**src/rtl/hfifo_spi_pkg.sv**
```systemverilog
package hfifo_spi_pkg;

    localparam int BYTE_W = 8;

    localparam logic [BYTE_W-1:0] CMD_TX_WRITE = 8'h66;
    localparam logic [BYTE_W-1:0] CMD_RX_READ  = 8'h77;

    typedef enum logic [1:0] {
        FRM_COMMAND = 2'd0,
        FRM_WRITE   = 2'd1,
        FRM_READ    = 2'd2,
        FRM_IGNORE  = 2'd3
    } frame_mode_e;

    typedef struct packed {
        frame_mode_e        mode;
        logic [2:0]         bitcnt;
        logic [BYTE_W-1:0]  shin;
        logic [BYTE_W-1:0]  shout;
        logic               miso;
        logic               loaded_empty;
        logic               tx_ovf;
        logic               rx_udf;
    } engine_state_t;

endpackage

```
**src/rtl/hfifo_pin_sync.sv**
```systemverilog
// Brings the asynchronous SPI pins into the clk domain and marks SCLK edges.
// STAGES must be at least 2.
module hfifo_pin_sync #(
    parameter int STAGES = 2
) (
    input  logic clk,
    input  logic rst_n,
    input  logic sclk_in,
    input  logic cs_n_in,
    input  logic mosi_in,
    output logic cs_active,
    output logic sclk_rise,
    output logic sclk_fall,
    output logic mosi_bit
);

    typedef struct packed {
        logic [STAGES:0]   sclk;
        logic [STAGES-1:0] cs_n;
        logic [STAGES-1:0] mosi;
    } sync_t;

    sync_t sync_d, sync_q;

    always_comb begin
        sync_d      = sync_q;
        sync_d.sclk = {sync_q.sclk[STAGES-1:0], sclk_in};
        sync_d.cs_n = {sync_q.cs_n[STAGES-2:0], cs_n_in};
        sync_d.mosi = {sync_q.mosi[STAGES-2:0], mosi_in};
    end

    always_ff @(posedge clk or negedge rst_n) begin
        if (!rst_n) begin
            sync_q.sclk <= '0;
            sync_q.cs_n <= '1;
            sync_q.mosi <= '0;
        end else begin
            sync_q <= sync_d;
        end
    end

    assign cs_active = ~sync_q.cs_n[STAGES-1];
    assign sclk_rise =  sync_q.sclk[STAGES-1] & ~sync_q.sclk[STAGES];
    assign sclk_fall = ~sync_q.sclk[STAGES-1] &  sync_q.sclk[STAGES];
    assign mosi_bit  =  sync_q.mosi[STAGES-1];

endmodule

```
**src/rtl/hfifo_byte_queue.sv**
```systemverilog
// Circular byte queue with first-word fall-through read data.
module hfifo_byte_queue #(
    parameter int WIDTH = 8,
    parameter int DEPTH = 64,
    localparam int AW    = (DEPTH > 1) ? $clog2(DEPTH) : 1,
    localparam int LVL_W = $clog2(DEPTH + 1)
) (
    input  logic             clk,
    input  logic             rst_n,
    input  logic             push,
    input  logic [WIDTH-1:0] wr_data,
    input  logic             pop,
    output logic [WIDTH-1:0] rd_data,
    output logic             full,
    output logic             empty,
    output logic [LVL_W-1:0] level
);

    typedef struct packed {
        logic [AW-1:0]    wp;
        logic [AW-1:0]    rp;
        logic [LVL_W-1:0] cnt;
    } ptr_t;

    ptr_t ptr_d, ptr_q;
    logic [WIDTH-1:0] mem [DEPTH];
    logic push_ok, pop_ok;

    function automatic logic [AW-1:0] wrap_inc(input logic [AW-1:0] p);
        return (p == AW'(DEPTH - 1)) ? '0 : p + 1'b1;
    endfunction

    assign full    = (ptr_q.cnt == LVL_W'(DEPTH));
    assign empty   = (ptr_q.cnt == '0);
    assign push_ok = push & ~full;
    assign pop_ok  = pop & ~empty;

    always_comb begin
        ptr_d = ptr_q;
        if (push_ok) ptr_d.wp = wrap_inc(ptr_q.wp);
        if (pop_ok)  ptr_d.rp = wrap_inc(ptr_q.rp);
        case ({push_ok, pop_ok})
            2'b10:   ptr_d.cnt = ptr_q.cnt + 1'b1;
            2'b01:   ptr_d.cnt = ptr_q.cnt - 1'b1;
            default: ptr_d.cnt = ptr_q.cnt;
        endcase
    end

    always_ff @(posedge clk or negedge rst_n) begin
        if (!rst_n) ptr_q <= '0;
        else        ptr_q <= ptr_d;
    end

    always_ff @(posedge clk) begin
        if (push_ok) mem[ptr_q.wp] <= wr_data;
    end

    assign rd_data = empty ? '0 : mem[ptr_q.rp];
    assign level   = ptr_q.cnt;

endmodule

```
**src/rtl/hfifo_cmd_engine.sv**
```systemverilog
// Frame decoder: command byte, write streaming, read shifting, error flags.
module hfifo_cmd_engine
    import hfifo_spi_pkg::*;
(
    input  logic              clk,
    input  logic              rst_n,
    input  logic              cs_active,
    input  logic              sclk_rise,
    input  logic              sclk_fall,
    input  logic              mosi_bit,
    input  logic              tx_full,
    input  logic              rx_empty,
    input  logic [BYTE_W-1:0] rx_head,
    output logic              tx_push,
    output logic [BYTE_W-1:0] tx_wdata,
    output logic              rx_pop,
    output logic              miso,
    output logic              tx_overflow,
    output logic              rx_underflow
);

    engine_state_t eng_d, eng_q;
    logic [BYTE_W-1:0] shin_next;

    assign shin_next = {eng_q.shin[BYTE_W-2:0], mosi_bit};

    always_comb begin
        eng_d    = eng_q;
        tx_push  = 1'b0;
        rx_pop   = 1'b0;
        tx_wdata = shin_next;

        if (!cs_active) begin
            // frame closed: drop partial byte, await a new command
            eng_d.mode         = FRM_COMMAND;
            eng_d.bitcnt       = '0;
            eng_d.shin         = '0;
            eng_d.shout        = '0;
            eng_d.miso         = 1'b0;
            eng_d.loaded_empty = 1'b0;
        end else begin
            if (sclk_rise) begin
                eng_d.shin   = shin_next;
                eng_d.bitcnt = eng_q.bitcnt + 1'b1;
                // first clock of a read byte commits the pop
                if (eng_q.mode == FRM_READ && eng_q.bitcnt == 3'd0) begin
                    if (eng_q.loaded_empty) eng_d.rx_udf = 1'b1;
                    else                    rx_pop       = 1'b1;
                end
                if (eng_q.bitcnt == 3'd7) begin
                    unique case (eng_q.mode)
                        FRM_COMMAND: begin
                            if (shin_next == CMD_TX_WRITE)     eng_d.mode = FRM_WRITE;
                            else if (shin_next == CMD_RX_READ) eng_d.mode = FRM_READ;
                            else                               eng_d.mode = FRM_IGNORE;
                        end
                        FRM_WRITE: begin
                            if (tx_full) eng_d.tx_ovf = 1'b1;
                            else         tx_push      = 1'b1;
                        end
                        default: ;
                    endcase
                end
            end
            if (sclk_fall) begin
                if (eng_q.mode == FRM_READ) begin
                    if (eng_q.bitcnt == 3'd0) begin
                        // byte boundary: fetch the head without consuming it
                        eng_d.loaded_empty = rx_empty;
                        eng_d.miso         = ~rx_empty & rx_head[BYTE_W-1];
                        eng_d.shout        = rx_empty ? '0 : {rx_head[BYTE_W-2:0], 1'b0};
                    end else begin
                        eng_d.miso  = eng_q.shout[BYTE_W-1];
                        eng_d.shout = {eng_q.shout[BYTE_W-2:0], 1'b0};
                    end
                end else begin
                    eng_d.miso = 1'b0;
                end
            end
        end
    end

    always_ff @(posedge clk or negedge rst_n) begin
        if (!rst_n) eng_q <= '0;
        else        eng_q <= eng_d;
    end

    assign miso         = eng_q.miso;
    assign tx_overflow  = eng_q.tx_ovf;
    assign rx_underflow = eng_q.rx_udf;

endmodule

```
**src/rtl/hfifo_spi_bridge.sv**
```systemverilog
module hfifo_spi_bridge
    import hfifo_spi_pkg::*;
#(
    parameter int FIFO_DEPTH  = 64,
    parameter int SYNC_STAGES = 2,
    localparam int LVL_W      = $clog2(FIFO_DEPTH + 1)
) (
    input  logic              clk,
    input  logic              rst_n,
    input  logic              spi_sclk,
    input  logic              spi_cs_n,
    input  logic              spi_mosi,
    output logic              spi_miso,
    input  logic              tx_pop,
    output logic [BYTE_W-1:0] tx_data,
    output logic              tx_empty,
    output logic [LVL_W-1:0]  tx_level,
    input  logic              rx_push,
    input  logic [BYTE_W-1:0] rx_data,
    output logic              rx_full,
    output logic [LVL_W-1:0]  rx_level,
    output logic              tx_overflow,
    output logic              rx_underflow
);

    logic              cs_active, sclk_rise, sclk_fall, mosi_bit;
    logic              tx_push_w, rx_pop_w, tx_full_w, rx_empty_w;
    logic [BYTE_W-1:0] tx_wdata_w, rx_head_w;

    hfifo_pin_sync #(.STAGES(SYNC_STAGES)) u_sync (
        .clk       (clk),
        .rst_n     (rst_n),
        .sclk_in   (spi_sclk),
        .cs_n_in   (spi_cs_n),
        .mosi_in   (spi_mosi),
        .cs_active (cs_active),
        .sclk_rise (sclk_rise),
        .sclk_fall (sclk_fall),
        .mosi_bit  (mosi_bit)
    );

    hfifo_cmd_engine u_engine (
        .clk          (clk),
        .rst_n        (rst_n),
        .cs_active    (cs_active),
        .sclk_rise    (sclk_rise),
        .sclk_fall    (sclk_fall),
        .mosi_bit     (mosi_bit),
        .tx_full      (tx_full_w),
        .rx_empty     (rx_empty_w),
        .rx_head      (rx_head_w),
        .tx_push      (tx_push_w),
        .tx_wdata     (tx_wdata_w),
        .rx_pop       (rx_pop_w),
        .miso         (spi_miso),
        .tx_overflow  (tx_overflow),
        .rx_underflow (rx_underflow)
    );

    hfifo_byte_queue #(.WIDTH(BYTE_W), .DEPTH(FIFO_DEPTH)) u_txq (
        .clk     (clk),
        .rst_n   (rst_n),
        .push    (tx_push_w),
        .wr_data (tx_wdata_w),
        .pop     (tx_pop),
        .rd_data (tx_data),
        .full    (tx_full_w),
        .empty   (tx_empty),
        .level   (tx_level)
    );

    hfifo_byte_queue #(.WIDTH(BYTE_W), .DEPTH(FIFO_DEPTH)) u_rxq (
        .clk     (clk),
        .rst_n   (rst_n),
        .push    (rx_push),
        .wr_data (rx_data),
        .pop     (rx_pop_w),
        .rd_data (rx_head_w),
        .full    (rx_full),
        .empty   (rx_empty_w),
        .level   (rx_level)
    );

endmodule

```
**config.mk**
```make
export PLATFORM = sky130hd
export DESIGN_NAME = hfifo_spi_bridge
export DESIGN_NICKNAME = d
export VERILOG_FILES = /design/src/rtl/hfifo_spi_pkg.sv /design/src/rtl/hfifo_pin_sync.sv /design/src/rtl/hfifo_byte_queue.sv /design/src/rtl/hfifo_cmd_engine.sv /design/src/rtl/hfifo_spi_bridge.sv
export SDC_FILE = /design/constraint.sdc
export NUM_CORES = 1
export LEC_CHECK = 0
export ABC_AREA = 1
export BUFFER_PORTS_ARGS = -buffer_cell sky130_fd_sc_hd__buf_2
export CORE_ASPECT_RATIO = 0.7
export CORE_MARGIN = 5
export CORE_UTILIZATION = 39
export CTS_CLUSTER_DIAMETER = 150
export DETAILED_ROUTE_END_ITERATION = 16
export RECOVER_POWER = 25
export SLEW_MARGIN = 5
export SYNTH_ARGS = -nofsm -noshare
export SYNTH_HDL_FRONTEND = slang
export SYNTH_SLANG_ARGS = --single-unit
```
**constraint.sdc**
```tcl
create_clock -name clk -period 3.41 [get_ports clk]
set_input_delay 0.5115 -clock clk [delete_from_list [all_inputs] [get_ports clk]]
set_output_delay 0.5115 -clock clk [all_outputs]
set_load 0.1 [all_outputs]
```
# After elaboration in Yosys (flattened, before gate mapping)

Memory sizes are Yosys's and may differ from the RTL's.
Index checks and enable logic that the tools add are counted.
Widths: inputs -> output; s select.

Memories: 2
Bits in writable memories: 1024
Bits in registers: 69
Input port bits: 15

Memory list:

| memory    | depth | width | rd ports | clocked after Yosys merged registers in | wr ports | line                   | RTL |
|---|---|---|---|---|---|---|---|
| u_rxq.mem | 64    | 8     | 1        | 0                                       | 1        | hfifo_byte_queue.sv:26 | `logic [WIDTH-1:0] mem [DEPTH];` |
| u_txq.mem | 64    | 8     | 1        | 0                                       | 1        | hfifo_byte_queue.sv:26 |  |

Equality and inequality tests: 15
Add/sub/neg operators: 9
Reduce and logical (&&, ||, !) cells: 18
Muxes and demuxes: 34
Bitwise gates (word level): 14

Operators with widths:

| operator            | count |
|---|---|
| $mux 8              | 4 |
| $pmux 7 s2          | 2 |
| $add 6x1->6 const B | 4 |
| $eq 6x6->1 const B  | 4 |
| $mux 6              | 4 |
| $mux 23             | 1 |
| $mux 1              | 17 |
| $eq 8x7->1 const B  | 2 |
| $reduce_bool 2->1   | 8 |
| $add 7x1->7 const B | 2 |
| $eq 7x7->1 const B  | 2 |
| $logic_not 7->1     | 2 |
| $sub 7x1->7 const B | 2 |
| $mux 13             | 1 |
| $mux 10             | 1 |
| $mux 9              | 1 |
| $and 1x1->1         | 7 |
| $not 1->1           | 7 |
| $eq 2x1->1 const B  | 3 |
| $eq 2x2->1 const B  | 3 |
| $mux 2              | 3 |
| $reduce_and 3->1    | 2 |
| $reduce_and 5->1    | 1 |
| $reduce_and 4->1    | 1 |
| other kinds (6)     | 6 |

# Depth between registers and ports, before layout

Gate-level depths: netlist of run 1.

Depth in word-level cells: 9
Gate-level depth with buffers: 21
Depth with buffers taken out: 19

# Modules after synthesis

From an unflattened synthesis of run 1, not the netlist that was laid out.

Cell total of the unflattened synthesis: 4627
Area, all modules: 47667.0 µm²

By module, submodules not included:

| module                   | area each (µm²) | seq. area each (µm²) | instances | cells each |
|---|---|---|---|---|
| hfifo_byte_queue (u_txq) | 23129.7         | 15850.2              | 1         | 2229 |
| hfifo_byte_queue (u_rxq) | 23119.7         | 15850.2              | 1         | 2231 |
| hfifo_cmd_engine         | 1221.2          | 575.6                | 1         | 155 |
| hfifo_pin_sync           | 196.4           | 177.7                | 1         | 12 |

# Worst setup path after synthesis of run 1

OpenSTA, ideal clock, no wires.

Path type: reg2out
Start: register u_txq.ptr_q, in the netlist u_txq.level[0]
End: output tx_data[0]
Slack: -0.292 ns
Cell stages (with the launch flop): 7
Buffers on the path: 0
Arrival: 3.191 ns
Path through: dfrtp_1 -> inv_1 -> nand3_1 -> inv_1 -> nand3_1 -> clkinv_1 -> a21oi_1

Cells in the longest elaborated chain, start to end: 2

RTL lines:

| what                     | line                   | RTL |
|---|---|---|
| start: declaration       | hfifo_byte_queue.sv:25 | `ptr_t ptr_d, ptr_q;` |
| start signal: assignment | hfifo_byte_queue.sv:51 | `else ptr_q <= ptr_d;` |
| $logic_not 7->1          | hfifo_byte_queue.sv:34 | `assign empty = (ptr_q.cnt == '0);` |
| named net tx_empty       | hfifo_spi_bridge.sv:16 | `output logic tx_empty,` |
| $mux 8                   | hfifo_byte_queue.sv:58 | `assign rd_data = empty ? '0 : mem[ptr_q.rp];` |
| end: declaration         | hfifo_spi_bridge.sv:15 | `output logic [BYTE_W-1:0] tx_data,` |

The timed path passes the listed nets, and every way through them passes these cells.

# Worst setup path after layout of run 1

Start: register u_txq.ptr_q[7] (netlist bit)
End: output tx_data[1]

Cells in the longest elaborated chain, start to end: 2

RTL lines:

| what         | line |
|---|---|
| $mem_v2 64x8 | - |
| $mux 8       | hfifo_byte_queue.sv:58 |

No other way between the ends.

==> key figures, run 1 <==
Status
  • Status: complete, but fails checks
  • Failing checks: max-capacitance violations, max-slew violations

Global route
  • Initial antenna violation count: 2
  • Grt ovf: 0
  • Largest net degree at the start of global routing: ~160
  • Gr usage total: 0.197
  • Vias in the first global route: roughly 30000
  • First-pass GRT wire length: 191000 um

Logic synthesis
  • #FFs+latches synth: 1092
  • Gate Count Post-Synth: around 4300
  • Async SR Flop Fraction: 0.0623
  • Syn_area_per_cell: 10.8 um^2
  • Synth Flop Type: edfxtp_1
  • Post-synth EDFFs: 1024
  • Synthesized net count: 4344
  • Library cells used by synthesis: just over 40
  • Mapped cell area: 46400 um^2
  • Post-synthesis sequential area ratio: 0.699
  • Warnings, synthesis: 0

Timing
  • Fmax: ~0.3 GHz
  • Final hold viol count: 0
  • Fin crit share: 0.992
  • Skew final: about 0.055 ns
  • Final setup TNS: 0 ns
  • Worst Hold Margin: approximately 0.34 ns
  • Slew margin rel.: -1.06
  • RSZ-0062 raised after global routing: true
  • Tmin final: 3.38 ns
  • # setup viols final: 0
  • Worst-margin pin slew: about 3.1 ns
  • Max-slew violations: roughly 290

Detailed routing
  • Vias per cell: between 5 and 6
  • DRT antenna net count: 0
  • Post-Route WL: 131000 um
  • Routed WL per cell: roughly 21 um
  • Vias: 32168
  • DRC Markers: 0
  • DR pass1 iterations: 6
  • Initial DRC Count: 3800

Cells and area
  • Most common cell after layout, fill and taps aside: edfxtp_1
  • Filler cells: 10686
  • # nets final: about 4500
  • Share of post-route cells with drive strength above 1: 0.128
  • Commonest non-fill, non-tap cells in the layout: edfxtp_1, nand2_1, nor2_1
  • Syn-to-layout area delta: 17.5%

Clocking
  • Num CTS Buffers: around 110
  • Root Buffer: clkbuf_16
  • Clock sink count: about 1100
  • CTS tree: built
  • CTS HTree Levels: 3
  • Max clock buf depth: 3
  • Clock Latency Late Sink: 0.70 ns
  • CTS clock-pin slew for the worst setup and hold paths: 0.06 ns

Worst setup path
  • FF-to-FF setup slack: around 0.4 ns
  • Worst path max stage delay: 0.44 ns
  • Maximum fanout along the worst path: 20
  • CP Data Required Time: slightly below 3 ns
  • Crit path to: tx_data[1]
  • Worst Setup Path Type: register to primary output
  • CP dominant cell by count: buf_12
  • Reg2reg start: u_txq.level[1]
  • Delay-heaviest family, CP: buffers and inverters
  • Slowest-stage cell, CP: dfrtp_4
  • Worst path depth: 10
  • Crit path capture type: primary output
  • CP cell instances: buf_12, buf_16, buf_12, o21ai_0, o211ai_1, nand3_2, nand2_2, nand3_2, a21oi_4, buf_12
  • R2R cell count: 17
  • Setup crit start: u_txq.ptr_q[7]
  • Reg2reg end: u_txq.level[6]
  • CP startpoint kind: register
  • Crit path DAT: about 2.9 ns
  • Number of buffers and inverters on the critical path: 4

Die
  • Core area: 118000 um^2
  • Initial core utilization: 0.394
  • IO Count: 42
  • Die area: 126000 um^2
  • Row count: 105
  • Die X-Extent: 422 um
  • Vert. Die Dim: 299 um

Power
  • Peak supply drop: 0.700 mV
  • Sw Share: 0.338
  • Clock network fraction of total power: 0.311
  • Combinational power share: 0.290
  • P per Cell Area: 703 nW/um^2
  • Pint: 25.4 mW
  • Seq pwr share: 0.399
  • NetSw: 12.9 mW
  • LEAKAGE: 20.9 nW

Hold path
  • Worst Hold Class: register to register

Placement
  • Detailed Place HPWL: 75900 um
  • Buffers on Ports: roughly 40
  • Gpl congestion: 0.833

Run
  • Max cap viols: 6
==> power groups by stage <==
stage                     logic [mW]  registers, mW  clock network, mW
after floorplan                 5.69           15.4                  0
after global placement          8.71           15.5                  0
after detailed placement        8.73           15.5                  0
after CTS                       10.1           15.3               12.1
after global routing            11.7           15.3               12.7
final                           11.1           15.3               11.9
==> how the worst min path moves through the flow <==
stage | start | endpoint | slack (ns) | cells past startpoint
2_1_floorplan | rst_n | u_engine.eng_q[10] | 0.22 | 0
3_3_place_gp | u_sync.sync_d[1] | u_sync.mosi_bit | 0.33 | 0
3_5_place_dp | u_sync.sync_d[1] | u_sync.mosi_bit | 0.34 | 0
4_1_cts | rx_data[1] | u_rxq.mem[63][1] | 0.23 | 1
5_1_grt | u_sync.sync_d[1] | u_sync.mosi_bit | 0.36 | 0
6_report | u_sync.sync_d[1] | u_sync.mosi_bit | 0.34 | 0
==> cells in the mapped netlist (2+ instances only) <==
cell type,n,area share
nor3_2,2,0.00043
buf_6,5,0.0012
and3_1,2,0.00027
nand2_1,1025,0.083
clkinv_1,6,0.00049
o21a_1,2,0.00032
a31oi_1,2,0.00027
o22ai_1,5,0.00067
a22oi_1,3,0.00049
edfxtp_1,1024,0.66
o21ai_1,53,0.0057
nor2_1,699,0.057
nor3_1,6,0.00065
inv_2,7,0.00057
o31ai_1,4,0.00065
nand4_1,11,0.0015
buf_4,37,0.0060
a21o_1,3,0.00049
a21oi_1,54,0.0058
nor2_2,3,0.00040
ha_1,13,0.0035
nand3_1,411,0.044
dfrtp_1,66,0.036
dfstp_2,2,0.0011
inv_1,341,0.028
or2_2,10,0.0013
o21ai_0,273,0.029
buf_1,21,0.0017
xnor2_1,11,0.0021
o211ai_1,29,0.0047
clkbuf_1,53,0.0043
xor2_1,17,0.0032
buf_2,108,0.012
==> through the flow <==
stage	total power [mW]	area, um^2	util	setup WS (ns)	instances
3_5_place_dp	24.3	49300	0.419	0.451	5878
4_1_cts	37.5	53900	0.458	-0.0139	6115
6_report	38.3	54600	0.463	0.0261	6130
3_3_place_gp	24.2	49300	0.419	0.483	5878
2_1_floorplan	21.1	46400	-	-0.292	4316
5_1_grt	39.7	54500	0.463	-0.0813	6129
==> area by class of cell <==
| class | instances | area [um^2] | area share |
|---|---|---|---|
| repair inverters | 2 | 38.8 | 0.000711 |
| clock inverters | 69 | 717 | 0.0131 |
| clock buffers | 127 | 2800 | 0.0512 |
| multi-input cells | 2646 | 12000 | 0.220 |
| diodes | 1 | 2.50 | 0.0000459 |
| well taps | 1551 | 1940 | 0.0356 |
| flip-flops and latches | 1092 | 32500 | 0.595 |
| inverters | 354 | 1370 | 0.0251 |
| repair buffers | 288 | 3220 | 0.0590 |
==> cell families after synthesis <==
| group | synth area share |
|---|---|
| buf+inv | 0.0535 |
| xor+xnor | 0.00528 |
| simple gates | 0.189 |
| fa+ha+maj | 0.00350 |
| compound gates | 0.0493 |
| flops | 0.699 |
==> repair_timing <==
action                                  in CTS  in global routing
resized for setup                          110                141
endpoints found under the setup margin       8                  8
buffers inserted                            18                  3
endpoints found under the hold margin        9                  0
gates cloned                                19                 15
hold buffers                                 4                  0
pin swaps                                   24                 65
==> registers in the layout, indices dropped and copies added, names as in the netlist, 2 cells and up <==
signal,flops
u_sync.sync_q,2
u_rxq.level,7
u_engine.eng_q,13
u_txq.mem,512
u_sync.sync_d,4
u_engine.tx_wdata,7
u_rxq.ptr_q,12
u_txq.ptr_q,12
u_txq.level,7
u_rxq.mem,512
==> routing by layer <==
| layer | global-route usage | wire length (um) | part of all wire |
|---|---|---|---|
| met4 | 0.0360 | 1970 | 0.015 |
| met1 | 0.321 | 62300 | 0.48 |
| met3 | 0.0420 | 13200 | 0.10 |
| met2 | 0.271 | 53000 | 0.41 |
| met5 | 0 | 25 | 0.00019 |
Note: power is estimated with default switching activity, not from simulation.
==> inputs of run 2 (changes only) <==
--- a/config.mk
+++ b/config.mk
@@ -5,7 +5,6 @@
 export SDC_FILE = /design/constraint.sdc
 export NUM_CORES = 1
 export LEC_CHECK = 0
-export ABC_AREA = 1
 export BUFFER_PORTS_ARGS = -buffer_cell sky130_fd_sc_hd__buf_2
 export CORE_ASPECT_RATIO = 0.7
 export CORE_MARGIN = 5
==> key figures, run 2 <==
Clocking
  • Num CTS Buffers: 102 (-4.7%)
  • Clock sink count: 1092 (unchanged)
  • CTS tree: built
  • CTS clock-pin slew for the worst setup and hold paths: 0.06 ns (about the same)
  • CTS HTree Levels: 3 (unchanged)
  • Root Buffer: clkbuf_16
  • Max clock buf depth: 3 (unchanged)
  • Clock Latency Late Sink: 0.71 ns (about the same)

Logic synthesis
  • Post-synth EDFFs: 1024 (unchanged)
  • Synth top area share: 0.708 (+0.0459)
  • XOR/XNOR Fraction of Synth Area: 0.00525 (-0.0000378)
  • Synth Area in Compound Gates: 0.0284 (-0.0209)
  • Async SR Flop Fraction: 0.0623 (unchanged)
  • Most area-consuming cells after synthesis: edfxtp_1, mux4_2, dfrtp_1
  • Main combinational cell family by area after synthesis: multiplexers
  • Synth Flop Type: edfxtp_1
  • Library cells used by synthesis: 70 (+71%)
  • Post-synth top area cell: edfxtp_1
  • Synthesized net count: 2206 (-49%)
  • Syn_area_per_cell: 19.9 um^2 (+85%)
  • Warnings, synthesis: 0 (unchanged)
  • Synth Area in Simple Gates: 0.0387 (-0.150)
  • Multiplexer share of the synthesized area: 0.159 (+0.159)
  • #FFs+latches synth: 1092 (unchanged)
  • Adder-Cell Fraction of Synth Area: 0.00375 (+0.000243)
  • Mapped cell area: 43400 um^2 (-6.5%)
  • Cell with the most instances after synthesis: edfxtp_1
  • Gate Count Post-Synth: 2178 (-50%)
  • Commonest cells in the netlist: edfxtp_1, mux4_2, nor2_1
  • Post-synthesis sequential area ratio: 0.748 (+0.0484)

Power
  • P per Cell Area: 655 nW/um^2 (-6.8%)
  • LEAKAGE: 16.6 nW (-21%)
  • PnR Total Power: 33.2 mW (-13%)
  • Peak supply drop: 1.05 mV (+49%)

Die
  • Row count: 102 (-2.9%)
  • Die X-Extent: 409 um (-3.2%)
  • Die area: 118000 um^2 (-6.3%)
  • IO Count: 42 (unchanged)
  • Initial core utilization: 0.393 (-0.00153)
  • Vert. Die Dim: 289 um (-3.2%)
  • Core area: 111000 um^2 (-6.1%)

Detailed routing
  • DR pass1 iterations: 5 (-1)
  • DRC Markers: 0 (unchanged)
  • Vias per cell: 5.63 (+7.3%)
  • Post-Route WL: 104000 um (-20%)
  • Routed WL per cell: 26.5 um (+24%)
  • Vias: 22190 (-31%)
  • Initial DRC Count: 2382 (-37%)
  • DRT antenna net count: 0 (unchanged)

Timing
  • Slew margin rel.: -0.612 (+0.449)
  • RSZ-0062 raised after global routing: true
  • Fmax: 0.270 GHz (-8.6%)
  • Fin crit share: 1.09 (+0.0937)
  • Tmin final: 3.70 ns (+0.319 ns)
  • Final setup TNS: -1.36 ns (-1.36 ns)
  • Max-slew violations: 346 (+20%)
  • Min setup slack post-route: -0.293 ns (-0.319 ns)
  • Worst-margin pin slew: 2.42 ns (-0.673 ns)
  • Skew final: 0.0433 ns (-0.0119 ns)
  • Final hold viol count: 0 (unchanged)
  • # setup viols final: 8 (+8)

Global route
  • Vias in the first global route: 22328 (-24%)
  • Initial antenna violation count: 2 (unchanged)
  • Gr usage total: 0.176 (-0.0216)
  • Grt ovf: 0 (unchanged)
  • First-pass GRT wire length: 154000 um (-19%)
  • Largest net degree at the start of global routing: 67 (-57%)

Cells and area
  • Multi-input gate area: 10400 um^2 (-13%)
  • Biggest regs: u_rxq.mem x512, u_txq.mem x512, u_engine.eng_q x13
  • Share of post-route cells with drive strength above 1: 0.290 (+0.163)
  • Filler cells: 9200 (-14%)
  • Commonest non-fill, non-tap cells in the layout: edfxtp_1, mux4_2, buf_4
  • Sequential standard cell area: 32500 um^2 (about the same)
  • Most common cell after layout, fill and taps aside: edfxtp_1
  • Finished Cell Area: 50600 um^2 (-7.2%)
  • Syn-to-layout area delta: 16.6%
  • # nets final: 2429 (-46%)
  • Final Util: 0.458 (-0.00535)

Worst setup path
  • Maximum fanout along the worst path: 7 (-65%)
  • Reg2reg start: u_rxq.level[1]
  • CP cell instances: buf_12, buf_12, mux4_2, mux4_2, and4b_1, a221o_1, buf_12
  • Crit path DAT: 3.19 ns (+0.32 ns)
  • CP Data Required Time: 2.90 ns (about the same)
  • R2R cell count: 13 (-4)
  • Worst path max stage delay: 0.52 ns (+0.08 ns)
  • CP dominant cell by count: buf_12
  • Slowest-stage cell, CP: mux4_2
  • Delay-heaviest family, CP: multiplexers
  • CP startpoint kind: register
  • Worst path depth: 7 (-3)
  • Reg2reg end: u_rxq.level[6]
  • Number of buffers and inverters on the critical path: 3 (-1)
  • Crit path capture type: primary output
  • FF-to-FF setup slack: 0.18 ns (-0.23 ns)
  • Worst Setup Path Type: register to primary output

Placement
  • Detailed Place HPWL: 67100 um (-12%)
  • Dpl cell area: 46500 um^2 (-5.7%)
  • Buffers on Ports: 41 (unchanged)
  • Setup WS pre-CTS: 0.0635 ns (-0.388 ns)
  • Gpl congestion: 0.874 (+5.0%)

Status
  • Status: complete, but fails checks
  • Failing checks: max-capacitance violations, max-slew violations, negative setup slack

Hold path
  • Min-delay src: rx_push
  • Hold Path Depth: 4 (+4)
  • Worst Hold Class: input port to register
  • Min-Delay Endpoint: u_rxq.ptr_q[14]

Run
  • Max cap viols: 9 (+3)
[run 2: changes by cell type after synthesis, sizes merged, moves of 13 or more]
cell    change
nor2      -547
mux2       +13
o211ai     -20
mux4      +259
a21oi      -23
nor2b      +17
o21ai     -308
nand3     -389
nand3b     +13
mux2i      +89
nand2     -951
inv       -325
a22oi      +22
buf        -94
[run 2: worst max-delay path by stage]
stage | from | endpoint
finish | u_txq.ptr_q[7] | tx_data[7]
global route | u_txq.ptr_q[7] | tx_data[7]
CTS | u_txq.ptr_q[7] | tx_data[7]
detailed placement | u_rxq.level[1] | u_rxq.level[6]
global placement | u_rxq.level[1] | u_rxq.level[6]
floorplan | u_txq.ptr_q[8] | tx_data[1]
[run 2: repair_timing]
action | in CTS | in global routing
resized for setup | 52 | 18
endpoints found under the hold margin | 28 | 0
buffers inserted | 12 | 11
hold buffers | 4 | 0
endpoints found under the setup margin | 8 | 11
pin swaps | 12 | 4
cloned | 4 | 0
[run 2: cell type report]
type,count,area share
Inverter,23,0.00171
Timing Repair Buffer,257,0.0454
Tap cell,1456,0.0360
Antenna cell,2,0.0000989
Sequential cell,1092,0.641
Multi-Input combinational cell,925,0.206
Clock inverter,74,0.0180
Clock buffer,112,0.0516
[run 2: worst reg2reg max path, delay by kind of cell, from the launching register on]
family / cells / cell delay (ns)
buf+inv: 2 / 0.23
xor+xnor: 2 / 0.29
fa+ha+maj: 2 / 0.44
flops: 1 / 0.39
simple gates: 4 / 1.20
compound gates: 3 / 0.58
[run 2: layer usage]
| metal | GRT usage | share of wire | up-vias |
|---|---|---|---|
| met4 | 0.0348 | 0.017 | 0 |
| met2 | 0.251 | 0.43 | 874 |
| met3 | 0.0386 | 0.083 | 138 |
| met5 | 0 | 0 | - |
| met1 | 0.278 | 0.47 | 11834 |
| li1 | - | - | 9344 |
[run 2: stage by stage]
| step | cells | hold slack (ns) |
|---|---|---|
| after floorplan | 2178 | 0.216 |
| after global placement | 3723 | 0.344 |
| after detailed placement | 3723 | 0.335 |
| after CTS | 3928 | 0.139 |
| after global routing | 3940 | 0.265 |
| final | 3941 | 0.258 |
[run 2: where the power goes]
part / switching (mW) / internal (mW)
logic: 3.78 / 2.15
registers: 0.361 / 15.0
clock network: 5.11 / 6.80
[run 2: cell families (layout without fill, tap and decap cells)]
logic type,count (synthesis),after routing
DFF,1092,1092
xor gates and xnor gates,26,26
other,0,2
adders and majority gates,13,13
AOI/OAI and AO/OA,173,173
muxes,361,361
buffers and inverters,161,466
and+or+nand+nor,352,352
